`config.mk`:
```
export PLATFORM = sky130hd
export DESIGN_NAME = nand_cycle_seq
export DESIGN_NICKNAME = d
export VERILOG_FILES = /design/src/rtl/nand_cycle_seq.sv
export SDC_FILE = /design/constraint.sdc
export NUM_CORES = 1
export LEC_CHECK = 0
export ABC_AREA = 1
export BUFFER_PORTS_ARGS = -buffer_cell sky130_fd_sc_hd__buf_2
export CORE_ASPECT_RATIO = 0.75
export CORE_MARGIN = 8
export CORE_UTILIZATION = 33
export CTS_BUF_LIST = sky130_fd_sc_hd__clkbuf_4
export CTS_CLUSTER_DIAMETER = 40
export DETAILED_ROUTE_END_ITERATION = 7
export PLACE_DENSITY = 0.61
export SYNTH_ARGS = -nofsm -noshare
export SYNTH_HDL_FRONTEND = slang
export SYNTH_SLANG_ARGS = --single-unit
```
`constraint.sdc`:
```
create_clock -name clk -period 1.33 [get_ports clk]
set_input_delay 0.0665 -clock clk [delete_from_list [all_inputs] [get_ports clk]]
set_output_delay 0.0665 -clock clk [all_outputs]
set_load 0.01 [all_outputs]
```
`src/rtl/nand_cycle_seq.sv`:
```
module nand_cycle_seq #(
  parameter int DW = 8
) (
  input  logic          clk,
  input  logic          rst_n,
  input  logic          host_wr,
  input  logic          host_addr,
  input  logic [DW-1:0] host_data,
  input  logic [25:0]   timing,
  input  logic          ce_auto,
  input  logic          nand_rb,
  output logic          host_ready,
  output logic          nand_ready,
  output logic          nand_ce_n,
  output logic          nand_cle,
  output logic          nand_ale,
  output logic          nand_we_n,
  output logic          nand_re_n,
  output logic [DW-1:0] nand_io
);
  localparam int CW = 5;

  typedef enum logic [2:0] {S_IDLE, S_LEAD, S_LOW, S_HIGH, S_TURN} st_t;

  st_t           st;
  logic [CW-1:0] cnt, bcnt;
  logic [3:0]    t_wl, t_wh;
  logic [2:0]    t_ta;
  logic [4:0]    t_bd;
  logic          is_addr;
  logic [DW-1:0] io_q;
  logic [1:0]    rb_s;
  logic          unused_rd;

  assign unused_rd = ^timing[15:8];

  function automatic logic [CW-1:0] last(input logic [CW-1:0] f);
    return (f == '0) ? '0 : f - 1'b1;
  endfunction

  always_ff @(posedge clk or negedge rst_n) begin
    if (!rst_n) begin
      st      <= S_IDLE;
      cnt     <= '0;
      bcnt    <= '0;
      t_wl    <= '0;
      t_wh    <= '0;
      t_ta    <= '0;
      t_bd    <= '0;
      is_addr <= 1'b0;
      io_q    <= '0;
      rb_s    <= '0;
    end else begin
      rb_s <= {rb_s[0], nand_rb};
      if (bcnt != '0) bcnt <= bcnt - 1'b1;
      case (st)
        S_IDLE: if (host_wr) begin
          t_wl    <= timing[3:0];
          t_wh    <= timing[7:4];
          t_ta    <= timing[18:16];
          t_bd    <= timing[23:19];
          is_addr <= host_addr;
          io_q    <= host_data;
          cnt     <= last({3'b0, timing[25:24]});
          st      <= S_LEAD;
        end
        S_LEAD: if (cnt == '0) begin
          cnt <= last({1'b0, t_wl});
          st  <= S_LOW;
        end else cnt <= cnt - 1'b1;
        S_LOW: if (cnt == '0) begin
          cnt <= last({1'b0, t_wh});
          st  <= S_HIGH;
          if (!is_addr) bcnt <= (t_bd == '0) ? 5'd1 : t_bd;
        end else cnt <= cnt - 1'b1;
        S_HIGH: if (cnt == '0) begin
          cnt <= last({2'b0, t_ta});
          st  <= S_TURN;
        end else cnt <= cnt - 1'b1;
        S_TURN: if (cnt == '0) st <= S_IDLE;
                else cnt <= cnt - 1'b1;
        default: st <= S_IDLE;
      endcase
    end
  end

  logic latch;
  assign latch      = (st == S_LEAD) || (st == S_LOW) || (st == S_HIGH);
  assign host_ready = (st == S_IDLE);
  assign nand_ce_n  = ce_auto ? (st == S_IDLE) : 1'b0;
  assign nand_cle   = latch && !is_addr;
  assign nand_ale   = latch && is_addr;
  assign nand_we_n  = (st != S_LOW);
  assign nand_re_n  = 1'b1;
  assign nand_io    = io_q;
  assign nand_ready = (bcnt == '0) && rb_s[1];
endmodule


```
==> flow_summary_export.csv <==
group,metric,value,unit
run_status,outcome,"finished with violations",
run_status,violations,"negative setup slack",
critical_path,ff2ff_path_depth,10,
yosys,syn_avg_cell_area,7.87,sq um
run,maxCapViolCount,0,
timing,fin_hold_ws,0.0329,ns
route,vias,2242,
global_route,gr-total-overflow,0,
cells_and_area,area_growth,54.4,%
cells_and_area,fillers,613,
floorplanning,core,6700,sq um
global_route,grtUsageTotal,13.1,%
placement,dpl_worst_slack,-0.130,ns
cts,clk_pin_slew_worst_paths,0.13,ns
floorplanning,die_w,111,um
route,drt-initial-drc-count,157,
route,routed_via_density,4.62,
timing,rsz0062_at_grt,"true",
route,met3_length,323,um
worst_hold_path,hold_depth,4,
route,routedWlPerCell,12.9,um
placement,hpwl,4090,um
timing,hold_violations,0,
floorplanning,die_y,87.3,um
global_route,grt_max_degree,41,
cts,cts.sinks,40,
yosys,netlist_area,2240,sq um
cells_and_area,nets,445,
placement,gp_congestion,0.825,
global_route,grt_pass1_vias,2263,
cts,root_buffer,"clkbuf_4",
timing,max_freq,686,MHz
cells_and_area,fin_area,3450,sq um
power,powerDensity,2500,nW/um^2
cts,cts_tree,"yes",
floorplanning,num_rows,26,
yosys,ys_seq_elements,40,
floorplanning,io_pins,55,
cells_and_area,post_route_cells_drive_above_1_share,38.7,%
cts,cts_max_path_buffers,2,
cts,cts_inserted_buffers,5,
cells_and_area,final_core_util,51.5,%
floorplanning,dieArea,9690,sq um
timing,skew,0.00326,ns
timing,slew_violations,0,
route,dr.max_layer_used,"met4",
worst_hold_path,hold_class,"input pin to flop",
route,drt-met1-wl,2990,um
route,final_antenna_net_count,0,
cells_and_area,diodes,0,
route,route.met2.wl,2890,um
power,peakVddDrop,0.000979,V
power,totalPowerFinal,8630,uW
timing,period_share,110,%
route,drt_first_pass_iters,4,
cts,insertion_delay,0.35,ns
critical_path,setup.worst_path.start_class,"flop",
cts,htree_num_levels,2,
timing,fin_crit,1.46,ns
placement,port_buffers,45,
yosys,syn-num-nets,329,
yosys,postSynthCellCount,284,
floorplanning,start_util,33.4,%
yosys,yosysWarnings,0,
yosys,yosys.cell_types.count,28,
critical_path,cp.required,1.26,ns
critical_path,path_max_fanout,4,
critical_path,path_class,"flop to output port",
global_route,antenna_found_initial,0,
route,drc,0,
global_route,grt_first_pass_wirelength,10400,um
critical_path,end_kind,"output port",
timing,finalWorstSetupSlack,-0.127,ns
placement,placed_area,2820,sq um
timing,finalSetupViolCount,32,
route,finalWirelength,6280,um
critical_path,worstPathArrival,1.39,ns
power,p_leak,0.00180,uW
yosys,yosysSeqAreaShare,44.8,%
-- logic make-up after synthesis --
group,synth area share [%]
xor+xnor,1.57
fa+ha+maj,2.80
compound gates,7.05
simple gates,26.6
flops,44.8
other cells,0.168
mux,8.67
buf+inv,8.34
-- Yosys cell counts, drive strengths merged --
library cell,count,area (sq um)
nand2,80,310
nor2,47,181
dfrtp,40,1000
inv,37,139
nand3,15,75.1
a21oi,14,77.6
mux2,14,184
o21ai,14,73.8
buf,5,42.5
ha,5,62.6
nand4,2,12.5
nor3,2,10.0
xnor2,2,17.5
xor2,2,17.5
a31oi,1,6.26
clkinv,1,5.00
conb,1,3.75
mux2i,1,10.0
or2,1,6.26
-- per-layer routing --
layer  vias to the layer above  track usage, %
li1                       1119               -
met1                      1067            17.1
met2                        49            21.1
met3                         7            3.24
met4                         0            3.98
met5                         -               0
-- sequential cells by signal, summed over array words and instances (netlist names) --
name / flops
nand_io: 8
bcnt: 5
cnt: 5
t_bd: 5
t_wh: 4
t_wl: 4
st: 3
t_ta: 3
rb_s: 2
is_addr: 1
-- report_power, final --
group	switching, uW	internal, uW	total, uW
registers	400	1800	2200
clock network	428	392	820
logic	2980	2630	5620
-- area by class of cell --
type / instances / area [sq um] / area share [%]
Clock buffer: 5 / 37.5 / 1.09
Clock inverter: 3 / 42.5 / 1.23
Timing Repair Buffer: 111 / 846 / 24.5
Inverter: 38 / 148 / 4.28
Tap cell: 84 / 105 / 3.04
Multi-Input combinational cell: 204 / 1270 / 36.8
Sequential cell: 40 / 1000 / 29.0
-- layout by cell type (no fill, tap or decap), types with 2 or more instances in the layout --
cell type | Yosys | layout
nand2_1 | 78 | 65
buf_2 | 1 | 44
dfrtp_1 | 40 | 39
nor2_1 | 45 | 38
inv_1 | 37 | 30
buf_4 | 2 | 30
dlygate4sd3_1 | 0 | 27
nand3_1 | 15 | 12
a21oi_1 | 12 | 12
nand2_2 | 1 | 11
buf_6 | 2 | 8
inv_2 | 0 | 7
mux2_4 | 7 | 7
mux2_2 | 7 | 7
nor2_2 | 2 | 6
o21ai_1 | 2 | 6
o21ai_0 | 11 | 6
clkbuf_4 | 0 | 5
nand2_4 | 1 | 4
nor2_4 | 0 | 3
nand2_8 | 0 | 3
ha_4 | 0 | 3
nand3_4 | 0 | 2
xor2_1 | 2 | 2
nand4_1 | 2 | 2
o21ai_2 | 1 | 2
a21oi_2 | 2 | 2
ha_1 | 5 | 2
buf_12 | 0 | 2
-- through the flow --
stage                     std cells   TNS, ns
after floorplan                 284  -0.00560
after global placement          439     -1.01
after detailed placement        439     -1.25
after CTS                       482     -1.92
after global routing            485     -5.78
final                           485     -2.14
-- what timing repair did --
item | in CTS | in global routing
pin swaps | 9 | 8
hold buffers | 27 | 0
setup buffers | 5 | 3
resized for setup | 25 | 28
cloned | 3 | 0
hold endpoints to repair | 66 | 0
setup endpoints to repair | 40 | 43
-- worst max-delay path, stage by stage, from the launching register on --
cell	delay [ns]
dfrtp_1	0.45
nor2_4	0.15
nand2_1	0.15
buf_4	0.17
buf_2	0.13
-- path summary, 6_finish.rpt --
check	endpoint	slack [ns]	from
hold / removal	cnt[0]	0.03	timing[24]
hold reg to reg	rb_s[1]	0.36	rb_s[0]
min in group asynchronous	rb_s[1]	0.19	rst_n
setup / recovery	nand_we_n	-0.13	st[2]
max in group asynchronous	st[0]	0.91	rst_n
setup reg to reg	cnt[3]	-0.12	cnt[0]
Note: power is estimated with default switching activity, not from simulation.
